==> src/rtl/irq_cascade_pkg.sv <==
package irq_cascade_pkg;
  localparam int unsigned REG_W = 32;
  localparam int unsigned ADDR_W = 3;

  localparam logic [ADDR_W-1:0] A_STAT  = 3'd0;
  localparam logic [ADDR_W-1:0] A_PMASK = 3'd1;
  localparam logic [ADDR_W-1:0] A_MMASK = 3'd2;
  localparam logic [ADDR_W-1:0] A_DMASK = 3'd3;
  localparam logic [ADDR_W-1:0] A_DPEND = 3'd4;

  localparam int unsigned CRIT_RSV  = 2;
  localparam int unsigned MAIN_CASC = 4;
  localparam int unsigned PER_CASC  = 0;

  // register bit that gates source n when sources are laid out downward from top
  function automatic int unsigned mask_pos(int unsigned top, int unsigned n);
    return top - n;
  endfunction

  function automatic logic [REG_W-1:0] pack_status(
    logic cv, logic [1:0] cn, logic mv, logic [4:0] mn, logic pv, logic [4:0] pn);
    logic [REG_W-1:0] s;
    s = '0;
    s[10]    = cv;
    s[9:8]   = cn;
    s[21]    = mv;
    s[20:16] = mn;
    s[29]    = pv;
    s[28:24] = pn;
    return s;
  endfunction
endpackage

==> src/rtl/irq_cascade_prienc.sv <==
module irq_cascade_prienc #(
  parameter int unsigned N  = 8,
  parameter int unsigned IW = (N > 1) ? $clog2(N) : 1
) (
  input  logic          clk,
  input  logic          rst_n,
  input  logic [N-1:0]  vec,
  output logic          valid,
  output logic [IW-1:0] idx
);
  always_comb begin
    valid = |vec;
    idx   = '0;
    for (int i = N - 1; i >= 0; i--) begin
      if (vec[i]) idx = IW'(i);
    end
  end

  // winner is a live request
  p_winner_live_r2: assert property (@(posedge clk) disable iff (!rst_n)
    valid |-> vec[idx]);
  // nothing below the winner is pending
  p_lowest_wins_r4: assert property (@(posedge clk) disable iff (!rst_n)
    valid |-> ((vec & ((N'(1) << idx) - N'(1))) == '0));
endmodule

==> src/rtl/irq_cascade_dma.sv <==
module irq_cascade_dma #(
  parameter int unsigned N = 32
) (
  input  logic         clk,
  input  logic         rst_n,
  input  logic [N-1:0] req,
  input  logic         clr_we,
  input  logic         mask_we,
  input  logic [N-1:0] wdata,
  output logic [N-1:0] pend,
  output logic [N-1:0] mask,
  output logic         any
);
  logic [N-1:0] clr_bits;

  assign clr_bits = clr_we ? wdata : '0;

  always_ff @(posedge clk or negedge rst_n) begin
    if (!rst_n) begin
      pend <= '0;
      mask <= '1;
    end else begin
      pend <= (pend & ~clr_bits) | req;
      if (mask_we) mask <= wdata;
    end
  end

  assign any = |(pend & ~mask);

  // written ones vanish unless re-requested
  p_w1c_r8: assert property (@(posedge clk) disable iff (!rst_n)
    clr_we |=> ((pend & $past(wdata & ~req)) == '0));
  // without a clear, pending bits hold
  p_sticky_r8: assert property (@(posedge clk) disable iff (!rst_n)
    !clr_we |=> ((pend & $past(pend)) == $past(pend)));
  // a request always lands, even against a clear
  p_set_wins_r8: assert property (@(posedge clk) disable iff (!rst_n)
    (req != '0) |=> ((pend & $past(req)) == $past(req)));
endmodule

==> src/rtl/irq_cascade_enc.sv <==
module irq_cascade_enc
  import irq_cascade_pkg::*;
#(
  parameter int unsigned N_MAIN = 17,
  parameter int unsigned N_PER  = 22,
  parameter int unsigned N_DMA  = 32
) (
  input  logic              clk,
  input  logic              rst_n,
  input  logic              wr_en,
  input  logic              rd_en,
  input  logic [2:0]        addr,
  input  logic [31:0]       wdata,
  output logic [31:0]       rdata,
  input  logic [3:0]        crit_req,
  input  logic [N_MAIN-1:0] main_req,
  input  logic [N_PER-1:0]  per_req,
  input  logic [N_DMA-1:0]  dma_req,
  output logic              irq
);
  localparam int unsigned N_CRIT   = 4;
  localparam int unsigned MAIN_TOP = N_MAIN - 1;
  localparam int unsigned PER_TOP  = REG_W - 1;
  localparam int unsigned MIW      = $clog2(N_MAIN);
  localparam int unsigned PIW      = $clog2(N_PER);
  localparam logic [N_CRIT-1:0] CRIT_RSV_OH  = N_CRIT'(1) << CRIT_RSV;
  localparam logic [N_MAIN-1:0] MAIN_CASC_OH = N_MAIN'(1) << MAIN_CASC;
  localparam logic [N_PER-1:0]  PER_CASC_OH  = N_PER'(1) << PER_CASC;
  // reset: every peripheral but the DMA cascade off; main 1..4 on, rest off
  localparam logic [N_PER-1:0]  PMASK_RST = ~PER_CASC_OH;
  localparam logic [N_MAIN-1:0] MMASK_RST = ~N_MAIN'(5'b11110);

  // named internal events
  logic              wr_pmask, wr_mmask, wr_dmask, wr_dpend;
  logic [N_PER-1:0]  pmask_q, pmask_d;
  logic [N_MAIN-1:0] mmask_q, mmask_d;
  logic [31:0]       pmask_word, mmask_word, stat_w, rd_mux;
  logic [N_DMA-1:0]  dma_pend, dma_mask;
  logic              dma_any;
  logic [N_CRIT-1:0] crit_vec;
  logic [N_MAIN-1:0] main_vec;
  logic [N_PER-1:0]  per_vec;
  logic              crit_v, main_v, per_v;
  logic [1:0]        crit_n;
  logic [MIW-1:0]    main_n;
  logic [PIW-1:0]    per_n;

  assign wr_pmask = wr_en && (addr == A_PMASK);
  assign wr_mmask = wr_en && (addr == A_MMASK);
  assign wr_dmask = wr_en && (addr == A_DMASK);
  assign wr_dpend = wr_en && (addr == A_DPEND);

  // mask bit ordering: source n sits at top-n of its register
  always_comb begin
    pmask_word = '0;
    mmask_word = '0;
    for (int n = 0; n < int'(N_PER); n++) begin
      pmask_d[n] = wdata[mask_pos(PER_TOP, n)];
      pmask_word[mask_pos(PER_TOP, n)] = pmask_q[n];
    end
    for (int n = 0; n < int'(N_MAIN); n++) begin
      mmask_d[n] = wdata[mask_pos(MAIN_TOP, n)];
      mmask_word[mask_pos(MAIN_TOP, n)] = mmask_q[n];
    end
  end

  always_ff @(posedge clk or negedge rst_n) begin
    if (!rst_n) begin
      pmask_q <= PMASK_RST;
      mmask_q <= MMASK_RST;
    end else begin
      if (wr_pmask) pmask_q <= pmask_d;
      if (wr_mmask) mmask_q <= mmask_d;
    end
  end

  irq_cascade_dma #(.N(N_DMA)) u_dma (
    .clk(clk), .rst_n(rst_n), .req(dma_req),
    .clr_we(wr_dpend), .mask_we(wr_dmask), .wdata(wdata[N_DMA-1:0]),
    .pend(dma_pend), .mask(dma_mask), .any(dma_any)
  );

  // tier request vectors; reserved inputs are replaced by cascades
  assign crit_vec = crit_req & ~CRIT_RSV_OH;
  assign per_vec  = ((per_req & ~PER_CASC_OH) | (PER_CASC_OH & {N_PER{dma_any}})) & ~pmask_q;
  assign main_vec = ((main_req & ~MAIN_CASC_OH) | (MAIN_CASC_OH & {N_MAIN{per_v}})) & ~mmask_q;

  irq_cascade_prienc #(.N(N_CRIT), .IW(2)) u_crit (
    .clk(clk), .rst_n(rst_n), .vec(crit_vec), .valid(crit_v), .idx(crit_n));
  irq_cascade_prienc #(.N(N_MAIN), .IW(MIW)) u_main (
    .clk(clk), .rst_n(rst_n), .vec(main_vec), .valid(main_v), .idx(main_n));
  irq_cascade_prienc #(.N(N_PER), .IW(PIW)) u_per (
    .clk(clk), .rst_n(rst_n), .vec(per_vec), .valid(per_v), .idx(per_n));

  assign stat_w = pack_status(crit_v, crit_n, main_v, 5'(main_n), per_v, 5'(per_n));
  assign irq    = crit_v | main_v | per_v;

  always_comb begin
    case (addr)
      A_STAT:  rd_mux = stat_w;
      A_PMASK: rd_mux = pmask_word;
      A_MMASK: rd_mux = mmask_word;
      A_DMASK: rd_mux = REG_W'(dma_mask);
      A_DPEND: rd_mux = REG_W'(dma_pend);
      default: rd_mux = '0;
    endcase
  end

  always_ff @(posedge clk or negedge rst_n) begin
    if (!rst_n) rdata <= '0;
    else if (rd_en) rdata <= rd_mux;
  end

  p_crit_rsv_r3: assert property (@(posedge clk) disable iff (!rst_n)
    crit_v |-> (crit_n != 2'(CRIT_RSV)));
  p_main_mask_r4: assert property (@(posedge clk) disable iff (!rst_n)
    main_v |-> ((main_n < MIW'(N_MAIN)) && !mmask_q[main_n]));
  p_casc_main_r5: assert property (@(posedge clk) disable iff (!rst_n)
    (main_v && (main_n == MIW'(MAIN_CASC))) |-> per_v);
  p_per_mask_r6: assert property (@(posedge clk) disable iff (!rst_n)
    per_v |-> ((per_n < PIW'(N_PER)) && !pmask_q[per_n]));
  p_casc_dma_r7: assert property (@(posedge clk) disable iff (!rst_n)
    (per_v && (per_n == PIW'(PER_CASC))) |-> ((dma_pend & ~dma_mask) != '0));
  p_irq_field_r10: assert property (@(posedge clk) disable iff (!rst_n)
    irq |-> ((stat_w & 32'h2020_0400) != '0));
  p_rd_stat_r12: assert property (@(posedge clk) disable iff (!rst_n)
    (rd_en && (addr == A_STAT)) |=> (rdata == $past(stat_w)));
  p_rd_hold_r12: assert property (@(posedge clk) disable iff (!rst_n)
    !rd_en |=> $stable(rdata));
endmodule

==> config.mk <==
export PLATFORM = sky130hd
export DESIGN_NAME = irq_cascade_enc
export DESIGN_NICKNAME = d
export VERILOG_FILES = /design/src/rtl/irq_cascade_pkg.sv /design/src/rtl/irq_cascade_prienc.sv /design/src/rtl/irq_cascade_dma.sv /design/src/rtl/irq_cascade_enc.sv
export SDC_FILE = /design/constraint.sdc
export NUM_CORES = 1
export LEC_CHECK = 0
export BUFFER_PORTS_ARGS = -buffer_cell sky130_fd_sc_hd__buf_2
export CAP_MARGIN = 25
export CORE_MARGIN = 2
export CORE_UTILIZATION = 40
export CTS_CLUSTER_SIZE = 14
export DETAILED_ROUTE_END_ITERATION = 16
export PLACE_DENSITY_LB_ADDON = 0.1
export SLEW_MARGIN = 10
export SYNTH_ARGS = -nofsm -noshare
export SYNTH_HDL_FRONTEND = slang
export SYNTH_SLANG_ARGS = --single-unit
==> constraint.sdc <==
create_clock -name clk -period 5.6 [get_ports clk]
set_input_delay 1.12 -clock clk [delete_from_list [all_inputs] [get_ports clk]]
set_output_delay 1.12 -clock clk [all_outputs]
set_load 0.1 [all_outputs]
**After elaboration in Yosys (flattened, before gate mapping)**

Cells that the tools add are included.

- Bits in registers: 135
- Bits of input ports: 114
- Output and inout bits: 33
- Word-level logic and storage cells: 75

- Equal/unequal tests: 4
- Multiplexer cells: 44
- Bitwise operators: 13
- Reduce and logical (&&, ||, !) cells: 9

Operators with widths:

| operator | number |
|---|---|
| $mux 5 | 39 |
| $pmux 32 s5 | 1 |
| $and 32x32->32 | 2 |
| $not 32->32 | 2 |
| $mux 32 | 1 |
| $or 32x32->32 | 1 |
| $reduce_or 32->1 | 1 |
| $and 22x22->22 | 1 |
| $not 22->22 | 1 |
| $or 22x1->22 | 1 |
| $reduce_or 22->1 | 1 |
| $and 17x17->17 | 1 |
| $not 17->17 | 1 |
| $or 17x5->17 | 1 |
| $reduce_or 17->1 | 1 |
| $eq 3x2->1 const B | 2 |
| $mux 2 | 3 |
| $logic_and 1x1->1 | 4 |
| $eq 3x1->1 const B | 1 |
| $eq 3x3->1 const B | 1 |
| $logic_not 3->1 | 1 |
| $reduce_or 3->1 | 1 |
| $or 1x1->1 | 2 |

**Logic depth before layout (Yosys ltp)**

- Depth after elaboration: 28
- Gate-level depth with buffers: 9
- Gate-level depth less buffers: 6

**By module**

Synthesis repeated with hierarchy kept, for this count alone.

- Cells, all modules: 643
- Area, all modules: 7226.9 um^2

By module, submodules not included:

| module | area an instance (um^2) | times used | cells each |
|---|---|---|---|
| irq_cascade_enc | 3932.5 | 1 | 339 |
| irq_cascade_dma | 2812.7 | 1 | 220 |
| irq_cascade_prienc at u_per | 261.5 | 1 | 43 |
| irq_cascade_prienc at u_main | 185.2 | 1 | 34 |
| irq_cascade_prienc at u_crit | 35.0 | 1 | 7 |

**Worst setup path after synthesis**

OpenSTA, ideal clock, no wires.

- Path type: input to output
- Start point: input port per_req[16]
- End point: output port irq
- Stages on the path: 6
- Path slack: 1338 ps
- Required time: 4480 ps
- Buffers on the path: 0
- Arrival: 3142 ps
- Cell sequence: nor2b_1 or4_4 nor3_2 nand2_1 nor2_1 nand4_1

- Cells in the longest elaborated chain, start to end: 8

RTL lines:

| what | line | RTL |
|---|---|---|
| start, declared | irq_cascade_enc.sv:17 | `input logic [N_PER-1:0] per_req,` |
| $or 22x1->22 (*) | irq_cascade_enc.sv:85 | `assign per_vec = ((per_req & ~PER_CASC_OH) \| (PER_CASC_OH & {N_PER{dma_any}})) & ~pmask_q;` |
| $and 22x22->22 (*) | irq_cascade_enc.sv:85 |  |
| $reduce_or 22->1 (*) | irq_cascade_prienc.sv:12 | `valid = \|vec;` |
| $or 17x5->17 | irq_cascade_enc.sv:86 | `assign main_vec = ((main_req & ~MAIN_CASC_OH) \| (MAIN_CASC_OH & {N_MAIN{per_v}})) & ~mmask_q;` |
| $and 17x17->17 | irq_cascade_enc.sv:86 |  |
| $reduce_or 17->1 | irq_cascade_prienc.sv:12 |  |
| $or 1x1->1 | irq_cascade_enc.sv:96 | `assign irq = crit_v \| main_v \| per_v;` |
| $or 1x1->1 (*) | irq_cascade_enc.sv:96 |  |
| end, declared | irq_cascade_enc.sv:19 | `output logic irq` |

Every way passes the cells marked *; elsewhere a longest branch is shown, timed or not.

**Worst setup path in the final report**

Same ends and word-level chain as after synthesis.

==> flow_summary.yaml <==
run_status:
  status: "complete, no violations"
place:
  placed_area_um2: 7880
  routabilityCongestion: 0.851
  pre_cts_ws_ns: 1.43
  dp_hpwl_um: 15400
  portBuffers: 143
  placed_cells: 980
worst_setup_path:
  startpoint_type: "input port"
  startpoint: "per_req[16]"
  arrival_ns: 3.04
  worst-path-max-fanout: 4
  required_ns: 4.48
  reg2reg_from: "u_dma.mask[2]$_DFFE_PN1P_"
  worstSetupPathType: "input port to output port"
  end_kind: "output port"
timing:
  worstMarginPinSlew_ns: 0.984
  holdWs_ns: 0.489
  fmax_mhz: 241
  min_period_ns: 4.16
  rsz0062_at_grt: "no"
  post-route-period-util: 0.742
  final-setup-viol-count: 0
  hold_viol_final: 0
  final_max_slew_viol_count: 0
  max_slew_margin: 0.341
  setup_ws_ns: 1.44
  setup_tns_ns: 0
  clock_skew_ns: 0.00799
drt:
  drt_iter0_drc: 520
  firstDrtPassIters: 5
  ant_nets: 0
  viasPerCell: 5.58
  num_vias: 5642
  wl_per_cell_um: 21.4
  drc: 0
  routed_wirelength_um: 21600
yosys:
  synthSimpleGateAreaFrac: 0.152
  synth_async_sr_flop_share: 1.00
  synth_xor_area_frac: 0
  syn-instance-count: 639
  seq_area_frac_synth: 0.500
  ys_types: 52
  synth_top_family_by_area: "compound AO/OA/AOI/OAI gates"
  yosys_warnings: 0
  synth_fp_nets: 753
  syn_area_per_cell_um2: 10.8
  synth_compound_area_frac: 0.180
  netlist_area_um2: 6920
  synth_fa_ha_area_frac: 0
  synth_top_cell_by_area: "dfstp_2"
  synth-edff-count: 0
  ys_ff_latch: 135
  synth_area_leaders: "dfstp_2 (25%), dfrtp_1 (25%), mux2_1 (10%), nand2b_1 (4.4%), a21o_1 (3.8%)"
  synthFlopType: "dfrtp_1"
  synth_top_area_share: 0.251
  muxShareOfSynthArea: 0.135
power:
  p_int_mw: 2.15
  vdd_drop_max_mv: 0.229
  pwr-share-seq: 0.410
  cellLeakagePower_nw: 3.68
  power_mw: 3.18
  p_sw_frac: 0.324
  p_switching_mw: 1.03
  powerDensity_nw_per_um2: 375
  p_clk_frac: 0.370
  power_frac_comb: 0.220
floorplan:
  coreArea_um2: 17100
  row_count: 48
  pin_count: 147
  initial_core_util: 0.404
  die_area_um2: 18400
  die_w_um: 135
  die_height_um: 135
clock_tree:
  hold_buffers: 0
  cts_sinks: 135
  htree_levels: 4
  numCtsBuffers: 17
  root_buffer: "clkbuf_16"
  clk_path_buf_depth: 2
  postCtsSetupBuffers: 0
  cts.reportedPaths.clkPinSlew_ns: 0.06
  clk-insertion-delay-late_ns: 0.44
  cts_resized: 0
  cts_tree: "done"
layout:
  n_fill_cell: 1606
  drive_above_1_share: 0.341
  final_cell_count_no_fill: 1012
  antenna_cells: 0
  post-route-util: 0.496
  design_area_um2: 8490
  num-nets-final: 888
  area_growth_pct: 22.7
min_path:
  hold_start: "rdata[31]$_DFFE_PN0P_"
  min_path_type: "register to register"
job:
  drv_cap: 0
global_route:
  grt_start_max_net_pins: 55
  grt_antenna_before_repair: 1
  grt_use_total: 0.247
  grt_pass1_wl_um: 33300
  first_global_vias: 5853
  grt_overflow_total: 0
[layout by cell type (no fill, tap or decap), types with 3 or more instances in the layout]
master      Yosys  layout
a211oi_1        3       3
a21o_1         35      35
a21oi_1        33      33
a22o_1          8       8
a22oi_1        23      23
a31oi_1         4       4
a41o_1          3       3
and2_1          4       4
buf_2          15     142
buf_4           0       8
bufinv_16       0       3
clkbuf_16       0      17
clkinvlp_4      0       6
dfrtp_1        69      69
dfstp_2        66      66
inv_1          18      18
mux2_1         63      63
mux2_2          6       6
mux2i_1        16      16
nand2_1        47      47
nand2b_1       49      49
nand3b_1        3       3
nand4_1         7       7
nor2_1         37      37
nor2b_1        20      18
nor3_1          9       9
o2111ai_1       8       8
o21ai_0         9       9
o21ai_1         6       6
o22ai_1         7       7
o2bb2ai_1      21      21
[critical path, cell delays in order]
cell     delay [ns]
buf_2          0.10
nor2b_1        0.15
or4_4          0.59
nor3_2         0.23
nand2_1        0.11
nor2_1         0.20
nand4_1        0.16
buf_2          0.37
[synthesized netlist by cell type (all sizes together), types with 2 or more instances]
| cell | n |
|---|---|
| a211oi | 3 |
| a21o | 35 |
| a21oi | 33 |
| a221o | 2 |
| a22o | 8 |
| a22oi | 23 |
| a31o | 3 |
| a31oi | 4 |
| a41o | 3 |
| and2 | 4 |
| buf | 16 |
| clkbuf | 19 |
| dfrtp | 69 |
| dfstp | 66 |
| inv | 18 |
| mux2 | 69 |
| mux2i | 16 |
| nand2 | 47 |
| nand2b | 49 |
| nand3 | 2 |
| nand3b | 3 |
| nand4 | 7 |
| nor2 | 37 |
| nor2b | 20 |
| nor3 | 10 |
| nor4 | 3 |
| nor4b | 3 |
| nor4bb | 2 |
| o2111ai | 8 |
| o21ai | 15 |
| o21bai | 3 |
| o22ai | 7 |
| o2bb2ai | 21 |
| or4 | 2 |
[area by class of cell]
| class | count | area [um^2] | area share |
|---|---|---|---|
| clock buffer | 18 | 439 | 0.0517 |
| clock inverter | 14 | 175 | 0.0206 |
| inverter | 18 | 67.6 | 0.00796 |
| multi-input combinational | 451 | 3270 | 0.386 |
| sequential | 135 | 3460 | 0.408 |
| tap | 225 | 282 | 0.0332 |
| timing repair buffer | 151 | 791 | 0.0931 |
[path summary, 6_finish.rpt]
check,to,slack [ns],cells past startpoint
max,irq,1.44,8
min,rdata[31]$_DFFE_PN0P_,0.49,1
max reg2reg,rdata[25]$_DFFE_PN0P_,3.32,6
min reg2reg,rdata[31]$_DFFE_PN0P_,0.49,1
max in group asynchronous,mmask_q[4]$_DFFE_PN0P_,3.88,2
min in group asynchronous,u_dma.pend[12]$_DFF_PN0_,0.64,1
[sequential cells by signal (all words and copies together) (netlist names)]
name	cells
mmask_q	17
rdata	32
u_dma.pend	32
pmask_q	22
u_dma.mask	32
[cell families (layout without fill, tap and decap cells)]
kind of cell,count (synthesis),in the layout
simple gates,192,192
compound gates,174,174
flops,135,135
mux,85,85
buf+inv,53,201
[power groups by stage]
stage               clock [mW]  sequential, mW  combinational, mW
floorplan                    0            1.44              0.330
global placement             0            1.31              0.689
detailed placement           0            1.32              0.700
CTS                       1.19            1.30              0.703
global route              1.23            1.33              0.755
finish                    1.18            1.30              0.700
[routing by layer]
metal	share of wire	vias up	track usage	wire length, um
li1	-	2599	-	-
met1	0.45	2798	0.333	9750
met2	0.47	215	0.400	10200
met3	0.057	28	0.0438	1240
met4	0.018	2	0.0903	392
met5	0.00060	-	0	13
Power figures use the tool's default switching activity.
